File: config.mk
export PLATFORM = sky130hd
export DESIGN_NAME = seqmul_u32
export DESIGN_NICKNAME = d
export VERILOG_FILES = /design/src/rtl/seqmul_pkg.sv /design/src/rtl/seqmul_ctrl.sv /design/src/rtl/seqmul_pp.sv /design/src/rtl/seqmul_fold.sv /design/src/rtl/seqmul_u32.sv
export SDC_FILE = /design/constraint.sdc
export NUM_CORES = 1
export LEC_CHECK = 0
export ABC_AREA = 1
export BUFFER_PORTS_ARGS = -buffer_cell sky130_fd_sc_hd__buf_2
export CAP_MARGIN = 20
export CORE_ASPECT_RATIO = 2
export CORE_MARGIN = 3
export CORE_UTILIZATION = 55
export CTS_BUF_LIST = sky130_fd_sc_hd__clkbuf_4 sky130_fd_sc_hd__clkbuf_8 sky130_fd_sc_hd__clkbuf_16
export DETAILED_ROUTE_END_ITERATION = 12
export PLACE_DENSITY_LB_ADDON = 0.12
export SLEW_MARGIN = 20
export SYNTH_ARGS = -nofsm -noshare
export SYNTH_HDL_FRONTEND = slang
export SYNTH_HIERARCHICAL = 1
export SYNTH_SLANG_ARGS = --single-unit
File: constraint.sdc
create_clock -name clk -period 13.3 [get_ports clk]
set_clock_uncertainty 0.2 [all_clocks]
set_input_delay 2.66 -clock clk [delete_from_list [all_inputs] [get_ports clk]]
set_output_delay 2.66 -clock clk [all_outputs]
set_load 0.01 [all_outputs]
File: src/rtl/seqmul_pkg.sv
package seqmul_pkg;
   typedef enum logic [0:0] {
      SQ_IDLE = 1'b0,
      SQ_RUN  = 1'b1
   } sq_state_e;

   localparam int unsigned SQ_TERMS = 4;
endpackage

File: src/rtl/seqmul_ctrl.sv
module seqmul_ctrl #(
   parameter int unsigned TERMS = 4
) (
   input  logic                          clk,
   input  logic                          rst_n,
   input  logic                          start_i,
   input  logic                          signed_i,
   output logic                          load_o,
   output logic                          pp_we_o,
   output logic [$clog2(TERMS)-1:0]      term_o,
   output logic                          fold_o,
   output logic                          busy_o,
   output logic                          err_o
);
   import seqmul_pkg::*;

   localparam int unsigned CW = $clog2(TERMS + 1);
   localparam int unsigned TW = $clog2(TERMS);

   sq_state_e      state_q;
   logic [CW-1:0]  cnt_q;
   logic           accept;
   logic           refuse;

   assign accept  = (state_q == SQ_IDLE) && start_i && !signed_i;
   assign refuse  = (state_q == SQ_IDLE) && start_i &&  signed_i;
   assign load_o  = accept;
   assign busy_o  = (state_q == SQ_RUN);
   assign pp_we_o = busy_o && (cnt_q < CW'(TERMS));
   assign fold_o  = busy_o && (cnt_q == CW'(TERMS));
   assign term_o  = cnt_q[TW-1:0];

   always_ff @(posedge clk) begin
      if (!rst_n) begin
         state_q <= SQ_IDLE;
         cnt_q   <= '0;
         err_o   <= 1'b0;
      end else begin
         err_o <= refuse;
         case (state_q)
            SQ_IDLE: begin
               if (accept) begin
                  state_q <= SQ_RUN;
                  cnt_q   <= '0;
               end
            end
            default: begin
               if (cnt_q == CW'(TERMS)) begin
                  state_q <= SQ_IDLE;
                  cnt_q   <= '0;
               end else begin
                  cnt_q <= cnt_q + 1'b1;
               end
            end
         endcase
      end
   end
endmodule

File: src/rtl/seqmul_pp.sv
module seqmul_pp #(
   parameter int unsigned HALF_W = 16
) (
   input  logic [2*HALF_W-1:0] opa_i,
   input  logic [2*HALF_W-1:0] opb_i,
   input  logic [1:0]          term_i,
   output logic [2*HALF_W-1:0] pp_o
);
   logic [HALF_W-1:0] a_half [2];
   logic [HALF_W-1:0] b_half [2];

   for (genvar h = 0; h < 2; h++) begin : g_split
      assign a_half[h] = opa_i[h*HALF_W +: HALF_W];
      assign b_half[h] = opb_i[h*HALF_W +: HALF_W];
   end

   // term 0: a_lo*b_lo, 1: a_hi*b_lo, 2: a_lo*b_hi, 3: a_hi*b_hi
   always_comb begin
      pp_o = (2*HALF_W)'(a_half[term_i[0]]) * (2*HALF_W)'(b_half[term_i[1]]);
   end
endmodule

File: src/rtl/seqmul_fold.sv
module seqmul_fold #(
   parameter int unsigned HALF_W = 16
) (
   input  logic [2*HALF_W-1:0] pp_ll_i,
   input  logic [2*HALF_W-1:0] pp_hl_i,
   input  logic [2*HALF_W-1:0] pp_lh_i,
   input  logic [2*HALF_W-1:0] pp_hh_i,
   output logic [2*HALF_W-1:0] hi_o,
   output logic [2*HALF_W-1:0] lo_o
);
   localparam int unsigned W = 2 * HALF_W;

   logic [W:0]    cross_sum;
   logic [W:0]    low_sum;
   logic          cross_cy;
   logic          low_cy;

   always_comb begin
      cross_sum = {1'b0, pp_hl_i} + {1'b0, pp_lh_i};
      cross_cy  = cross_sum[W];
      low_sum   = {1'b0, pp_ll_i} + {1'b0, cross_sum[HALF_W-1:0], {HALF_W{1'b0}}};
      low_cy    = low_sum[W];
      lo_o      = low_sum[W-1:0];
      hi_o      = pp_hh_i
                + W'(cross_sum[W-1:HALF_W])
                + (W'(cross_cy) << HALF_W)
                + W'(low_cy);
   end
endmodule

File: src/rtl/seqmul_u32.sv
module seqmul_u32 #(
   parameter int unsigned HALF_W = 16,
   localparam int unsigned W     = 2 * HALF_W
) (
   input  logic         clk,
   input  logic         rst_n,
   input  logic         start_i,
   input  logic         signed_i,
   input  logic [W-1:0] opa_i,
   input  logic [W-1:0] opb_i,
   output logic         busy_o,
   output logic         done_o,
   output logic         err_o,
   output logic [W-1:0] res_hi_o,
   output logic [W-1:0] res_lo_o
);
   import seqmul_pkg::*;

   localparam int unsigned TW = $clog2(SQ_TERMS);

   if (HALF_W < 2) begin : g_bad_width
      $error("seqmul_u32: HALF_W must be at least 2");
   end

   logic          load;
   logic          pp_we;
   logic          fold;
   logic [TW-1:0] term;
   logic [W-1:0]  opa_q;
   logic [W-1:0]  opb_q;
   logic [W-1:0]  pp;
   logic [W-1:0]  pp_q [SQ_TERMS];
   logic [W-1:0]  fold_hi;
   logic [W-1:0]  fold_lo;

   seqmul_ctrl #(.TERMS(SQ_TERMS)) ctrl_i (
      .clk      (clk),
      .rst_n    (rst_n),
      .start_i  (start_i),
      .signed_i (signed_i),
      .load_o   (load),
      .pp_we_o  (pp_we),
      .term_o   (term),
      .fold_o   (fold),
      .busy_o   (busy_o),
      .err_o    (err_o)
   );

   seqmul_pp #(.HALF_W(HALF_W)) pp_i (
      .opa_i  (opa_q),
      .opb_i  (opb_q),
      .term_i (term),
      .pp_o   (pp)
   );

   seqmul_fold #(.HALF_W(HALF_W)) fold_i (
      .pp_ll_i (pp_q[0]),
      .pp_hl_i (pp_q[1]),
      .pp_lh_i (pp_q[2]),
      .pp_hh_i (pp_q[3]),
      .hi_o    (fold_hi),
      .lo_o    (fold_lo)
   );

   always_ff @(posedge clk) begin
      if (!rst_n) begin
         opa_q <= '0;
         opb_q <= '0;
      end else if (load) begin
         opa_q <= opa_i;
         opb_q <= opb_i;
      end
   end

   for (genvar t = 0; t < SQ_TERMS; t++) begin : g_pp_reg
      always_ff @(posedge clk) begin
         if (!rst_n) begin
            pp_q[t] <= '0;
         end else if (pp_we && (term == TW'(t))) begin
            pp_q[t] <= pp;
         end
      end
   end

   always_ff @(posedge clk) begin
      if (!rst_n) begin
         res_hi_o <= '0;
         res_lo_o <= '0;
         done_o   <= 1'b0;
      end else begin
         done_o <= fold;
         if (fold) begin
            res_hi_o <= fold_hi;
            res_lo_o <= fold_lo;
         end
      end
   end
endmodule

* Word-level counts from Yosys, hierarchy flattened
Memories as Yosys holds them, arrays and structs flattened.
Index checks and enable logic that the tools add are counted.
Widths: inputs -> output; s select.
** Operators by class
- Add/sub/neg operators :: 6
- Multiply operators :: 1
- Mux-type cells :: 29
- Bitwise logic cells :: 7
- Equal/unequal tests :: 4
- Magnitude comparators :: 3
- Reductions and logical operators :: 12
** Operators with widths (number)
- $mux 32 :: 4
- $mux 16 :: 6
- $add 32x32->33 :: 2
- $add 32x1->32 :: 1
- $add 32x16->32 :: 1
- $add 32x17->32 :: 1
- $mul 16x16->32 :: 1
- $mux 1 :: 16
- $logic_and 1x1->1 :: 9
- $mux 3 :: 3
- $eq 2x2->1 const B :: 2
- $ge 2x2->1 const B :: 2
- $not 1->2 :: 2
- $or 1x1->1 :: 4
- $add 3x1->3 const B :: 1
- $eq 3x3->1 const B :: 1
- $lt 3x3->1 const B :: 1
- $eq 2x1->1 const B :: 1
- $logic_not 2->1 :: 1
- $reduce_bool 2->1 :: 1
- $logic_not 1->1 :: 1
- $not 1->1 :: 1
** Storage, ports and cells
- Input bits :: 68
- Word-level logic and storage cells :: 71
- Memories kept :: 1
- Output and inout port bits :: 67
- Bits in registers :: 134
- Memory bits (writable) :: 128
** Memory list
- pp_q :: depth 4, width 32, read ports 4, clocked after Yosys merged registers in 0, wr ports 4, line seqmul_u32.sv:32 : logic [W-1:0] pp_q [SQ_TERMS];

* Longest topological paths before layout
- Depth in word-level cells :: 7
- Gate-level depth with buffers :: 31
- Gate-level depth less buffers :: 29

* By module
Netlist, hierarchy kept.
** By module, submodules not included
- seqmul_pp :: times used 1, area each 9550.4 um^2, cells each 1333, sequential area each 0.0 um^2
- seqmul_u32 :: times used 1, area each 9097.5 um^2, cells each 874, sequential area each 6426.2 um^2
- seqmul_fold :: times used 1, area each 5081.1 um^2, cells each 1049, sequential area each 0.0 um^2
- seqmul_ctrl :: times used 1, area each 264.0 um^2, cells each 37, sequential area each 100.1 um^2

* Worst setup path before layout
No wires, ideal clock.
- Kind :: register -> register
- Start point :: register ctrl_i.cnt_q[1]
- End point :: memory pp_q[0][28] in the netlist's numbering (data pin)
- Slack :: 7.411 ns
- Stages on the path, launching flop included :: 31
- Arrival time :: 5.435 ns
- Setup time :: 0.254 ns
- Period minus slack after synthesis :: 5.889 ns
- Buffers on the path :: 3
- Path through :: dfxtp_1 -> buf_4 -> buf_6 -> o21ai_2 -> inv_1 -> buf_2 -> nand2_1 -> fa_1 -> inv_1 -> fa_1 -> inv_1 -> fa_1 -> inv_1 -> fa_1 -> fa_1 -> inv_1 -> fa_1 -> inv_1 -> ha_1 -> nand2_1 -> inv_1 -> nand2_1 -> nand2_1 -> nand2_1 -> nand2_1 -> a21oi_1 -> nand2_1 -> nand2_1 -> nand2_1 -> inv_1 -> nor2_1
** RTL lines
- start: declaration :: line seqmul_ctrl.sv:21 : logic [CW-1:0] cnt_q;
- start signal: assignment :: line seqmul_ctrl.sv:52 : cnt_q <= cnt_q + 1'b1;
- end: declaration :: line seqmul_u32.sv:32

==> impl_metrics.yaml <==
die:
  fp.dieW_um: 154
  ios: 135
  rows: 107
  start_util_pct: 56.0
  fp.dieH_um: 301
  die_area_mm2: 0.0463
  core_area_mm2: 0.0428
placement:
  dpl-instance-area_mm2: 0.0248
  portBuffers: 134
  finalWeightedCongestion: 1.07
  dpl.hpwl_um: 65000
yosys:
  syn_area_mm2: 0.0240
  ys_ff_latch: 262
  ys_seq_area_share_pct: 27.2
  netlist_instances: 3293
  avgSynthCellArea_um2: 7.29
  synthesis.nets: 3728
  synth_common_cells: "nand2_1, nor2_1, inv_1, fa_1, ha_1"
  synth_area_leader_cell: "fa_1"
  synthDistinctLibCells: 43
  synth_ff_type: "dfxtp_1"
  asyncSetResetFlopFracSynth_pct: 0
  synthTopCellsByArea: "fa_1, edfxtp_1, nand2_1, dfxtp_1, nor2_1"
  synth_edf_count: 128
  ys_warn_count: 6
  synthMostInstantiatedCell: "nand2_1"
  synth.top_cell.area_share_pct: 16.4
drt:
  drc: 0
  drt_first_pass_iters: 5
  avgViaCountPerCell: 5.27
  postRouteAntennaNets: 0
  routed_wl_um: 77400
  dr_total_vias: 20734
  wire_per_inst_um: 19.7
  drt-initial-drc-count: 995
worst_setup_path:
  crit_buf_inv: 7
  worst-setup-path-type: "flop to flop"
  critPathSlowestCell: "dfxtp_2"
  cpLargestDelayFamily: "adder cells"
  cp_slowest_stage_delay_ns: 0.97
  crit_chain: "o21ai_1 > inv_1 > nand2_1 > fa_1 > fa_1 > fa_1 > inv_1 > fa_1 > fa_1 > inv_1 > fa_1 > inv_1 > ha_1 > nand2_1 > inv_1 > nand2_1 > nand3_1 > inv_1 > nand3_1 > xor2_1 > inv_1 > nor2_1"
  crit_arrival_ns: 7.86
  start_kind: "flop"
  crit_path_frequent_cell: "inv_1"
  crit_required_ns: 13.39
  cp-end-kind: "flop"
  worstPathMaxFanout: 41
final_layout:
  areaGrowthSynthToFinish_pct: 7.00
  antennaDiodeCount: 0
  design_area_mm2: 0.0257
  nNetsFinal: 3804
  utilization_pct: 59.9
  drive_gt1_share_pct: 7.71
  fillCellCount: 4070
timing:
  slew_violations: 0
  fmax_mhz: 129
  fin_tns_setup_ns: 0
  hold_viol: 0
  slew-limit-headroom_pct: 31.9
  fin_crit_sh_pct: 58.4
  worst_pin_slew_ns: 1.02
  setup_viol: 0
  rsz0062_at_grt: "no"
  fin_crit_ns: 7.77
cts:
  htreeDepth: 1
  path_clk_slew_ns: 0.07
  cts_num_sinks: 262
  clock-root-buffer: "clkbuf_16"
  post_cts_resized: 0
  clock_latency_ns: 0.58
  cts_tree: "done"
  postCtsSetupBuffers: 0
  cts_buffers: 24
  clock_path_buffers: 3
  hold_buffers: 0
global_routing:
  grt_max_degree: 120
  first_global_vias: 22124
  grt_pass1_wl_um: 119000
  antenna_found_initial: 0
  track_usage_pct: 33.7
  gr-total-overflow: 0
power_and_ir_drop:
  peakVddDrop_uv: 119
  p_per_area_mw_per_mm2: 103
  p_leak_nw: 13.9
status:
  status: "complete, no violations"
hold_path:
  hold_class: "flop to flop"
flow_run:
  max_cap_violations: 0
## flip-flops by register name, indices dropped and copies added, names as in the netlist
| signal | flops |
|---|---|
| opb_q | 32 |
| ctrl_i/busy_o | 1 |
| res_lo_o | 32 |
| ctrl_i/err_o | 1 |
| opa_q | 32 |
| done_o | 1 |
| ctrl_i/cnt_q | 3 |
| res_hi_o | 32 |
| pp_q | 128 |
## through the flow
stage	hold slack (ns)	power [mW]	std cells	worst slack, ns
after floorplan	0.257	1.59	3293	7.41
after global placement	0.261	1.90	3888	5.76
after detailed placement	0.270	1.91	3888	5.68
after CTS	0.286	2.66	3932	5.66
after global routing	0.310	2.80	3932	5.14
final	0.285	2.64	3932	5.53
## layout make-up
type	count	area, um2	share of cell area [%]
repair buffers	145	759	2.96
clock inverters	14	191	0.746
clock buffers	30	652	2.54
inverters	641	2420	9.42
well taps	545	682	2.66
flip-flops and latches	262	6530	25.4
multi-input cells	2295	14400	56.3
## final timing paths
path | slack [ns] | cells past startpoint | from | to
min | 0.28 | 2 | pp_q[0][7]$_SDFFCE_PN0P_ | res_lo_o[7]$_SDFFE_PN0P_
min reg2reg | 0.28 | 2 | pp_q[0][7]$_SDFFCE_PN0P_ | res_lo_o[7]$_SDFFE_PN0P_
max | 5.53 | 22 | ctrl_i/cnt_q[0]$_SDFFE_PN0P_ | pp_q[3][15]$_SDFFCE_PN0P_
max reg2reg | 5.53 | 22 | ctrl_i/cnt_q[0]$_SDFFE_PN0P_ | pp_q[3][15]$_SDFFCE_PN0P_
## placed cells by master (no fill, tap or decap), types with 13 or more instances in the layout
cell	Yosys	layout
buf_2	27	133
nand3_1	106	106
nor3_1	15	15
a21oi_1	61	61
nor2_1	624	623
ha_1	170	170
dfxtp_1	134	132
nand2_1	836	832
o21ai_0	135	135
clkbuf_16	0	24
xor2_1	50	50
edfxtp_1	128	128
inv_1	623	623
fa_1	197	197
o21ai_2	21	21
inv_2	14	13
## per-layer routing
| layer | global-route usage [%] | wire length (um) | vias up |
|---|---|---|---|
| met5 | 0 | 0 | - |
| met4 | 31.5 | 9280 | 0 |
| met3 | 3.68 | 2680 | 324 |
| met2 | 66.8 | 42800 | 625 |
| met1 | 27.6 | 22700 | 9712 |
| li1 | - | - | 10073 |
## where the power goes
| part | internal [mW] | total (mW) | switching (mW) | leakage (nW) |
|---|---|---|---|---|
| Sequential | 0.882 | 0.915 | 0.0323 | 2.42 |
| Clock | 0.413 | 0.740 | 0.326 | 0.408 |
| Combinational | 0.304 | 0.991 | 0.687 | 11.0 |
| Total | 1.60 | 2.64 | 1.05 | 13.9 |
## kinds of logic after synthesis
logic type	count (synthesis)	synth area share, %
buffers and inverters	736	12.7
adder cells (fa/ha/maj)	367	25.3
XOR/XNOR	58	2.12
AND/OR/NAND/NOR	1626	26.9
AO/OA/AOI/OAI	244	5.78
flip-flops	262	27.2
## worst reg2reg max path: cells and delay by family (launching register included)
kind                       cells  cell delay, ns
adders and majority gates      7            3.34
buffers and inverters          7            1.14
and+or+nand+nor                6            1.01
DFF                            1            0.97
AOI/OAI and AO/OA              1            0.56
xor gates and xnor gates       1            0.26
No activity file was read; power rests on OpenSTA's default activity.
